==> src/rtl/sincos_pkg.sv <==
package sincos_pkg;

  // Strobes from control to datapath
  typedef struct packed {
    logic adv;   // advance every pipeline register this cycle
  } ctrl_t;

  localparam real PI_R   = 3.141592653589793;
  localparam real INVK_R = 0.6072529350088813;

  // Real value scaled by 2^fb and rounded to the nearest integer
  function automatic logic signed [63:0] toFix(input real v, input int fb);
    real sc;
    sc = 1.0;
    for (int k = 0; k < fb; k++) sc = sc * 2.0;
    return longint'(v * sc);
  endfunction

  // atan(2^-i) by series expansion (argument at most 0.5 for i >= 1)
  function automatic real atanPow2(input int i);
    real t, s, p, sg;
    if (i == 0) return PI_R / 4.0;
    t = 1.0;
    for (int k = 0; k < i; k++) t = t / 2.0;
    s  = 0.0;
    p  = t;
    sg = 1.0;
    for (int k = 0; k < 40; k++) begin
      s  = s + sg * p / real'(2 * k + 1);
      p  = p * t * t;
      sg = -sg;
    end
    return s;
  endfunction

endpackage

==> src/rtl/sincos_ctrl.sv <==
module sincos_ctrl
  import sincos_pkg::*;
#(
  parameter int LAT    = 15,
  parameter bit USE_EN = 1'b1
) (
  input  logic  clk,
  input  logic  arst,
  input  logic  clkEn,
  input  logic  validIn,
  output ctrl_t ctrl,
  output logic  validOut
);

  logic [LAT-1:0] validPipe;

  always_comb begin
    ctrl.adv = USE_EN ? clkEn : 1'b1;
  end

  always_ff @(posedge clk or posedge arst) begin
    if (arst)          validPipe <= '0;
    else if (ctrl.adv) validPipe <= {validPipe[LAT-2:0], validIn};
  end

  assign validOut = validPipe[LAT-1];

  // the valid flag is frozen during a stall
  assert_valid_stall_R7: assert property (@(posedge clk) disable iff (arst)
    !ctrl.adv |=> $stable(validOut));

endmodule

==> src/rtl/sincos_stage.sv <==
module sincos_stage
  import sincos_pkg::*;
#(
  parameter int IW  = 19,
  parameter int GF  = 15,
  parameter int IDX = 0
) (
  input  logic                 clk,
  input  logic                 arst,
  input  logic                 adv,
  input  logic signed [IW-1:0] xIn,
  input  logic signed [IW-1:0] yIn,
  input  logic signed [IW-1:0] zIn,
  output logic signed [IW-1:0] xOut,
  output logic signed [IW-1:0] yOut,
  output logic signed [IW-1:0] zOut
);

  localparam logic signed [63:0]   ATAN_L = toFix(atanPow2(IDX), GF);
  localparam logic signed [IW-1:0] ATAN   = ATAN_L[IW-1:0];

  logic                 goDown;
  logic signed [IW-1:0] xSh, ySh;

  assign goDown = zIn[IW-1];
  assign xSh    = xIn >>> IDX;
  assign ySh    = yIn >>> IDX;

  always_ff @(posedge clk or posedge arst) begin
    if (arst) begin
      xOut <= '0;
      yOut <= '0;
      zOut <= '0;
    end else if (adv) begin
      xOut <= goDown ? xIn + ySh  : xIn - ySh;
      yOut <= goDown ? yIn - xSh  : yIn + xSh;
      zOut <= goDown ? zIn + ATAN : zIn - ATAN;
    end
  end

endmodule

==> src/rtl/sincos_datapath.sv <==
module sincos_datapath
  import sincos_pkg::*;
#(
  parameter  int FIN         = 12,
  parameter  int FOUT        = 10,
  parameter  bit SIGNED_MODE = 1'b1,
  localparam int AW          = SIGNED_MODE ? FIN + 3 : FIN + 1,
  localparam int OW          = SIGNED_MODE ? FOUT + 2 : FOUT + 1
) (
  input  logic          clk,
  input  logic          arst,
  input  ctrl_t         ctrl,
  input  logic [AW-1:0] angleIn,
  output logic [OW-1:0] sinOut,
  output logic [OW-1:0] cosOut
);

  localparam int N  = FOUT + 3;   // micro-rotations
  localparam int GF = FIN + 3;    // internal fraction bits
  localparam int IW = GF + 4;     // internal word
  localparam int SH = GF - FOUT;  // bits dropped at rounding

  localparam logic signed [63:0]   PI_L   = toFix(PI_R, GF);
  localparam logic signed [63:0]   HP_L   = toFix(PI_R / 2.0, GF);
  localparam logic signed [63:0]   INVK_L = toFix(INVK_R, GF);
  localparam logic signed [IW-1:0] PI_Q   = PI_L[IW-1:0];
  localparam logic signed [IW-1:0] HP_Q   = HP_L[IW-1:0];
  localparam logic signed [IW-1:0] INVK_Q = INVK_L[IW-1:0];
  localparam logic signed [IW-1:0] RND    = IW'(longint'(1) << (SH - 1));
  localparam logic signed [IW-1:0] ONE    = IW'(longint'(1) << FOUT);
  localparam logic signed [IW-1:0] LOW    = SIGNED_MODE ? -ONE : '0;
  localparam logic signed [IW-1:0] ZTOL   = IW'((longint'(1) << (GF - N + 2)) + N);
  localparam logic signed [IW-1:0] FTOL   = HP_Q + IW'(8);

  logic signed [IW-1:0] angleExt, zFold, zFoldQ;
  logic                 negFold;
  logic [N:0]           negPipe;
  logic signed [IW-1:0] xs [1:N];
  logic signed [IW-1:0] ys [1:N];
  logic signed [IW-1:0] zs [1:N];

  // Align the angle to the internal fraction width
  if (SIGNED_MODE) begin : gSignExt
    assign angleExt = {{(IW-AW-3){angleIn[AW-1]}}, angleIn, 3'b000};
  end else begin : gZeroExt
    assign angleExt = {{(IW-AW-3){1'b0}}, angleIn, 3'b000};
  end

  // Quadrant fold: bring the angle inside +-pi/2, remember to negate
  always_comb begin
    zFold   = angleExt;
    negFold = 1'b0;
    if (SIGNED_MODE) begin
      if (angleExt > HP_Q) begin
        zFold   = angleExt - PI_Q;
        negFold = 1'b1;
      end else if (angleExt < -HP_Q) begin
        zFold   = angleExt + PI_Q;
        negFold = 1'b1;
      end
    end
  end

  always_ff @(posedge clk or posedge arst) begin
    if (arst) begin
      zFoldQ  <= '0;
      negPipe <= '0;
    end else if (ctrl.adv) begin
      zFoldQ  <= zFold;
      negPipe <= {negPipe[N-1:0], negFold};
    end
  end

  // the folded angle lies inside the convergence range
  assert_fold_range_R5: assert property (@(posedge clk) disable iff (arst)
    (zFoldQ <= FTOL) && (zFoldQ >= -FTOL));

  for (genvar k = 0; k < N; k++) begin : gStage
    logic signed [IW-1:0] xi, yi, zi;
    if (k == 0) begin : gFirst
      assign xi = INVK_Q;
      assign yi = '0;
      assign zi = zFoldQ;
    end else begin : gNext
      assign xi = xs[k];
      assign yi = ys[k];
      assign zi = zs[k];
    end
    sincos_stage #(.IW(IW), .GF(GF), .IDX(k)) uStage (
      .clk  (clk),
      .arst (arst),
      .adv  (ctrl.adv),
      .xIn  (xi),
      .yIn  (yi),
      .zIn  (zi),
      .xOut (xs[k+1]),
      .yOut (ys[k+1]),
      .zOut (zs[k+1])
    );
  end

  // the residual angle after the last rotation is within one step
  assert_converge_R4: assert property (@(posedge clk) disable iff (arst)
    (zs[N] <= ZTOL) && (zs[N] >= -ZTOL));

  function automatic logic [OW-1:0] finishVal(input logic signed [IW-1:0] v,
                                              input logic neg);
    logic signed [IW-1:0] r;
    r = (v + RND) >>> SH;
    if (neg) r = -r;
    if (r > ONE)      r = ONE;
    else if (r < LOW) r = LOW;
    return r[OW-1:0];
  endfunction

  always_ff @(posedge clk or posedge arst) begin
    if (arst) begin
      sinOut <= '0;
      cosOut <= '0;
    end else if (ctrl.adv) begin
      sinOut <= finishVal(ys[N], negPipe[N]);
      cosOut <= finishVal(xs[N], negPipe[N]);
    end
  end

  // results are frozen during a stall
  assert_data_stall_R7: assert property (@(posedge clk) disable iff (arst)
    !ctrl.adv |=> ($stable(sinOut) && $stable(cosOut)));

endmodule

==> src/rtl/sincos_cordic.sv <==
module sincos_cordic
  import sincos_pkg::*;
#(
  parameter  int FIN         = 12,
  parameter  int FOUT        = 10,
  parameter  bit SIGNED_MODE = 1'b1,
  parameter  bit USE_EN      = 1'b1,
  localparam int AW          = SIGNED_MODE ? FIN + 3 : FIN + 1,
  localparam int OW          = SIGNED_MODE ? FOUT + 2 : FOUT + 1
) (
  input  logic          clk,
  input  logic          arst,
  input  logic          clkEn,
  input  logic [AW-1:0] angleIn,
  input  logic          angleValid,
  output logic [OW-1:0] sinOut,
  output logic [OW-1:0] cosOut,
  output logic          resultValid
);

  localparam int LAT = FOUT + 5;

  ctrl_t ctrl;

  sincos_ctrl #(.LAT(LAT), .USE_EN(USE_EN)) uCtrl (
    .clk      (clk),
    .arst     (arst),
    .clkEn    (clkEn),
    .validIn  (angleValid),
    .ctrl     (ctrl),
    .validOut (resultValid)
  );

  sincos_datapath #(.FIN(FIN), .FOUT(FOUT), .SIGNED_MODE(SIGNED_MODE)) uPath (
    .clk     (clk),
    .arst    (arst),
    .ctrl    (ctrl),
    .angleIn (angleIn),
    .sinOut  (sinOut),
    .cosOut  (cosOut)
  );

  // a valid pair lies close to the unit circle
  longint sVal, cVal, normDev, normTol;
  always_comb begin
    sVal    = SIGNED_MODE ? longint'($signed(sinOut)) : longint'({1'b0, sinOut});
    cVal    = SIGNED_MODE ? longint'($signed(cosOut)) : longint'({1'b0, cosOut});
    normDev = sVal * sVal + cVal * cVal - (longint'(1) << (2 * FOUT));
    normTol = (longint'(4) << FOUT) + 4;
  end

  assert_unit_circle_R4: assert property (@(posedge clk) disable iff (arst)
    resultValid |-> ((normDev <= normTol) && (normDev >= -normTol)));

endmodule

==> config.mk <==
export PLATFORM = sky130hd
export DESIGN_NAME = sincos_cordic
export DESIGN_NICKNAME = d
export VERILOG_FILES = /design/src/rtl/sincos_pkg.sv /design/src/rtl/sincos_ctrl.sv /design/src/rtl/sincos_stage.sv /design/src/rtl/sincos_datapath.sv /design/src/rtl/sincos_cordic.sv
export SDC_FILE = /design/constraint.sdc
export NUM_CORES = 2
export LEC_CHECK = 0
export BUFFER_PORTS_ARGS = -buffer_cell sky130_fd_sc_hd__buf_2
export CORE_UTILIZATION = 30
export DETAILED_ROUTE_END_ITERATION = 12
export SLEW_MARGIN = 20
export SYNTH_ARGS = -nofsm -noshare
export SYNTH_HDL_FRONTEND = slang
export SYNTH_SLANG_ARGS = --single-unit
==> constraint.sdc <==
create_clock -name clk -period 34.8 [get_ports clk]
set_input_delay 6.96 -clock clk [delete_from_list [all_inputs] [get_ports clk]]
set_output_delay 6.96 -clock clk [all_outputs]
set_load 0.02 [all_outputs]
### Word level (Yosys, flattened, before mapping)

Index checks and enable logic that the tools add are counted.

| word-level totals | value |
|---|---|
| register bits after elaboration | 776 |
| output and inout bits | 25 |

| operators by class | value |
|---|---|
| $add $sub $neg | 78 |
| $lt $le $gt $ge | 6 |
| muxes and demuxes | 49 |

Operators by type and width:

| cell | count |
|---|---|
| $mux 19 | 43 |
| $add 19x15->19 | 3 |
| $add 19x6->19 const B | 3 |
| $sub 19x15->19 | 3 |
| $mux 12 | 4 |
| $add 19x10->19 | 2 |
| $add 19x11->19 | 2 |
| $add 19x12->19 | 2 |
| $add 19x12->19 const B | 2 |
| $add 19x13->19 | 2 |
| $add 19x14->19 | 2 |
| $add 19x16->19 | 2 |
| $add 19x17->19 | 2 |
| $add 19x7->19 | 2 |
| $add 19x8->19 | 2 |
| $add 19x9->19 | 2 |
| $gt 19x12->1 const B | 2 |
| $lt 19x11->1 const B | 2 |
| $neg 14->19 | 2 |
| $sub 19x10->19 | 2 |
| $sub 19x11->19 | 2 |
| $sub 19x12->19 | 2 |
| $sub 19x12->19 const B | 2 |
| $sub 19x13->19 | 2 |
| other kinds (32) | 39 |

### Depth between registers and ports, before layout

| depth | value |
|---|---|
| depth in word-level cells | 7 |
| depth in mapped cells | 16 |
| mapped depth without buffers | 16 |

### By module

From an unflattened synthesis, not the netlist that was laid out.

| unflattened totals | value |
|---|---|
| cells, all modules | 7968 |
| area, all modules | 71912.7 um^2 |

By module, submodules not included:

| module | times used | cells each | area an instance (um^2) |
|---|---|---|---|
| sincos_stage (uPath.gStage[0].uStage) | 1 | 665 | 5779.3 |
| sincos_stage (uPath.gStage[2].uStage) | 1 | 632 | 5537.8 |
| sincos_stage (uPath.gStage[1].uStage) | 1 | 623 | 5450.2 |
| sincos_stage (uPath.gStage[11].uStage) | 1 | 602 | 5248.8 |
| sincos_stage (uPath.gStage[4].uStage) | 1 | 589 | 5216.3 |
| sincos_stage (uPath.gStage[3].uStage) | 1 | 586 | 5213.8 |
| sincos_stage (uPath.gStage[12].uStage) | 1 | 577 | 5167.5 |
| sincos_stage (uPath.gStage[9].uStage) | 1 | 554 | 5017.3 |
| sincos_stage (uPath.gStage[8].uStage) | 1 | 530 | 4884.7 |
| sincos_stage (uPath.gStage[10].uStage) | 1 | 525 | 4824.6 |
| sincos_stage (uPath.gStage[6].uStage) | 1 | 505 | 4773.3 |
| sincos_stage (uPath.gStage[5].uStage) | 1 | 511 | 4760.8 |
| sincos_stage (uPath.gStage[7].uStage) | 1 | 509 | 4715.8 |
| sincos_datapath | 1 | 526 | 4698.3 |
| sincos_ctrl | 1 | 34 | 624.3 |

### Worst setup path before layout

Ideal clock, no wire load.

| path | value |
|---|---|
| path kind | input to register |
| from | input port angleIn[4] |
| to | register uPath.zFoldQ[7], in the netlist uPath.gStage[0].zi[7] |
| arrival time | 9242 ps |
| required time | 34675 ps |
| path slack | 25433 ps |
| stages on the path | 10 |
| cell sequence | clkbuf_1 or4bb_1 a311o_1 a211o_1 a31oi_1 nor2_1 clkbuf_1 a22oi_1 xnor2_1 mux2_2 |

| between the ends | value |
|---|---|
| word-level cells in the longest chain between the ends | 3 |
| elaborated cells on any way between the ends | 6 |
| classes of those cells | add/sub (2); order compare (2); mux (2) |

RTL lines:

| item | line | RTL |
|---|---|---|
| start: declaration | sincos_cordic.sv:14 | `input logic [AW-1:0] angleIn,` |
| $add 18x18->19 or $lt 18x17->1 (tied branches) | sincos_datapath.sv:58, sincos_datapath.sv:57 |  |
| $mux 19 | sincos_datapath.sv:57 | `end else if (angleExt < -HP_Q) begin` |
| $mux 19 * | sincos_datapath.sv:54 | `if (angleExt > HP_Q) begin` |
| end signal: assignment | sincos_datapath.sv:69 | `zFoldQ <= zFold;` |
| end: declaration | sincos_datapath.sv:35 | `logic signed [IW-1:0] angleExt, zFold, zFoldQ;` |

Every way passes the cells marked *; elsewhere a longest branch is shown, timed or not.
A chain may end at the register's enable or synchronous reset.

==> flow_summary_export.csv <==
group,metric,value,unit
timing,slew_viol_final,0,
global_route,first_global_vias,47300,
floorplan,io_pins,44,
floorplan,die_y,446,um
critical_path,critical_path_class,"primary input to flip-flop",
layout,final_nets,7228,
synthesis,syn_area_per_cell,8.91,um^2
clock_tree,htreeDepth,3,
route,drt_iter0_drc,3176,
critical_path,cp_max_fo,78,
floorplan,dieArea,199000,um^2
synthesis,synth_area_leaders,"dfrtp_1, ha_1, mux2_2",
synthesis,yosysWarnings,0,
layout,layout-drive-gt1-share,10.5,%
timing,finalCritPeriodShare,28.5,%
synthesis,ys_types,106,
critical_path,cp-end-kind,"flip-flop",
clock_tree,clock_latency,0.70,ns
outcome,status,"finished, final reports clean",
critical_path,cp_slowest_cell,"buf_4",
layout,final_common_cell,"dfrtp_1",
clock_tree,cts_setup_buffers,0,
critical_path,critPathLaunchType,"primary input",
synthesis,ys_seq_area_share,29.5,%
critical_path,critical_path.max_stage_delay,0.81,ns
global_route,grt_overflow,0,
synthesis,synthCells,6632,
run,maxCapViolations,0,
placement,portBuffers,43,
global_route,grt_usage,14.8,%
timing,tightest_slew,1.02,ns
critical_path,timing.rr.start,"uPath.gStage[2].uStage.zOut[18]",
layout,final_cell_mix,"dfrtp_1, ha_1, nor2_1",
clock_tree,clock-sinks,696,
timing,min_period,9.91,ns
critical_path,cp-startpoint,"clkEn",
synthesis,netlist.area_leader.share,29.5,%
timing,max_freq,0.101,GHz
synthesis,async_reset_ff_share,100,%
clock_tree,post_cts_resized,0,
floorplan,rows,162,
critical_path,cp_top_family,"buffers and inverters",
route,wire_per_inst,16.2,um
synthesis,synth_top_area_cell,"dfrtp_1",
route,drt_wl_total,150000,um
synthesis,syn_nets,7286,
min_path,hold_path_class,"flip-flop to flip-flop",
timing,setup_violations,0,
floorplan,die_width,446,um
timing,hold_viol_final,0,
critical_path,cp_cell_sequence,"buf_8, buf_4, buf_4, buf_4, nand2_1, a2111o_1, o211ai_1",
min_path,hold_start,"uPath.sinOut[10]",
clock_tree,hold_buffers,0,
clock_tree,cts_buffer_depth,3,
clock_tree,cts.reportedPaths.clkPinSlew,0.06,ns
clock_tree,clockRootBuffer,"clkbuf_16",
placement,gp_congestion,0.861,
synthesis,synth_ff_type,"dfrtp_1",
critical_path,r2r_setup_slack,29.86,ns
route,viasPerCell,5.32,
global_route,grt_start_max_net_pins,162,
floorplan,start_util,30.3,%
critical_path,critPathBufInv,4,
clock_tree,cts_buffers,88,
route,ant_nets,0,
global_route,antenna_found_initial,1,
global_route,grt_pass1_wl,247000,um
floorplan,core_area,195000,um^2
critical_path,arrival,10.52,ns
synthesis,synth_edf_count,0,
layout,synthToLayoutAreaGrowth,10.1,%
critical_path,cp_common_cell,"buf_4",
timing,rsz0062_at_grt,"false",
timing,max_slew_margin,31.4,%
clock_tree,tritoncts,"done",
synthesis,syn_area,59100,um^2
timing,fin_setup_tns,0,ns
route,vias,49300,
critical_path,worstPathRequired,35.41,ns
route,detail_route.first_pass.iterations,7,
route,post-route-drc-count,0,
synthesis,ys_seq_elements,696,
placement,post-dp-hpwl,112000,um
timing,skew,0.0229,ns
-- sequential cells by signal (all words and copies together), names as in the netlist --
signal                    cells
uPath.gStage.uStage.yOut    225
uPath.gStage.uStage.xOut    224
uPath.gStage.uStage.zOut    178
uPath.gStage.zi              16
uCtrl.validPipe              15
uPath.negPipe                14
uPath.cosOut                 12
uPath.sinOut                 12
-- logic make-up (layout without fill, tap and decap cells) --
family,Yosys count,after routing,share of synthesized area (%)
AOI/OAI and AO/OA,1830,1830,20.7
xor gates and xnor gates,612,612,9.09
adders and majority gates,635,635,13.8
buffers and inverters,494,504,3.23
DFF,696,696,29.5
muxes,385,385,7.27
other,0,1,0
and+or+nand+nor,1980,1980,16.4
-- cell type report --
class	instances	area [um^2]
diodes	1	2.50
clock buffers	127	2650
clock inverters	31	367
fillers	20300	130000
inverters	265	1010
multi-input cells	5442	39800
flip-flops and latches	696	17400
well taps	2624	3280
repair buffers	81	556
-- metrics by stage --
stage	cell area [um^2]	hold slack, ns	cells	setup slack, ns	util [%]
after floorplan	59100	0.445	6632	8.32	-
after global placement	62000	0.459	9107	24.16	31.7
after detailed placement	62000	0.464	9107	24.13	31.7
after CTS	65100	0.474	9265	24.90	33.3
after global routing	65100	0.486	9267	24.60	33.3
final	65100	0.474	9267	24.89	33.3
-- routing by layer --
layer	vias to the layer above	wire, um	GRT usage [%]
met5	-	0	0
met4	0	3400	3.94
met3	198	5270	1.67
met2	832	68300	24.0
met1	23800	72900	20.7
li1	24500	-	-
-- cell usage after synthesis (all sizes together), types with 20 or more instances --
| master | instances |
|---|---|
| dfrtp | 696 |
| ha | 603 |
| nor2 | 525 |
| a21oi | 456 |
| xnor2 | 455 |
| nand2 | 428 |
| mux2 | 355 |
| o21ai | 340 |
| nor3 | 327 |
| inv | 258 |
| clkbuf | 197 |
| xor2 | 156 |
| nand3 | 143 |
| a21o | 129 |
| o21a | 126 |
| o31ai | 123 |
| a211oi | 117 |
| or3 | 113 |
| o21bai | 64 |
| a31oi | 63 |
| and3 | 61 |
| nor4 | 51 |
| nor2b | 50 |
| and2 | 44 |
| o41ai | 44 |
| o211ai | 43 |
| a31o | 40 |
| nand4 | 38 |
| or2 | 37 |
| nand2b | 35 |
| o31a | 35 |
| buf | 32 |
| fa | 32 |
| mux2i | 30 |
| nand3b | 30 |
| or4 | 29 |
| nor3b | 25 |
| a311oi | 21 |
| o311ai | 20 |
-- worst paths after layout --
check	cells past startpoint	endpoint
min reg2reg	1	uPath.sinOut[10]
max in group asynchronous	4	uPath.gStage[7].uStage.yOut[11]
max	7	uPath.gStage[0].uStage.zOut[17]
min	1	uPath.sinOut[10]
max reg2reg	11	uPath.gStage[3].uStage.xOut[18]
min in group asynchronous	2	uPath.sinOut[2]
-- worst register-to-register path, cell delays in order (launching register included) --
cell	delay, ns
dfrtp_1	0.61
buf_4	0.40
mux2_2	0.44
fa_1	0.43
a21o_1	0.21
a21o_1	0.21
a2111oi_0	0.80
nor4_1	0.27
o41a_1	0.51
o41ai_1	0.55
mux2i_1	0.26
o211ai_1	0.10
Power is left out: the tool's default activity adds up to more than one toggle a clock period on the data nets, which glitch-free logic cannot reach.
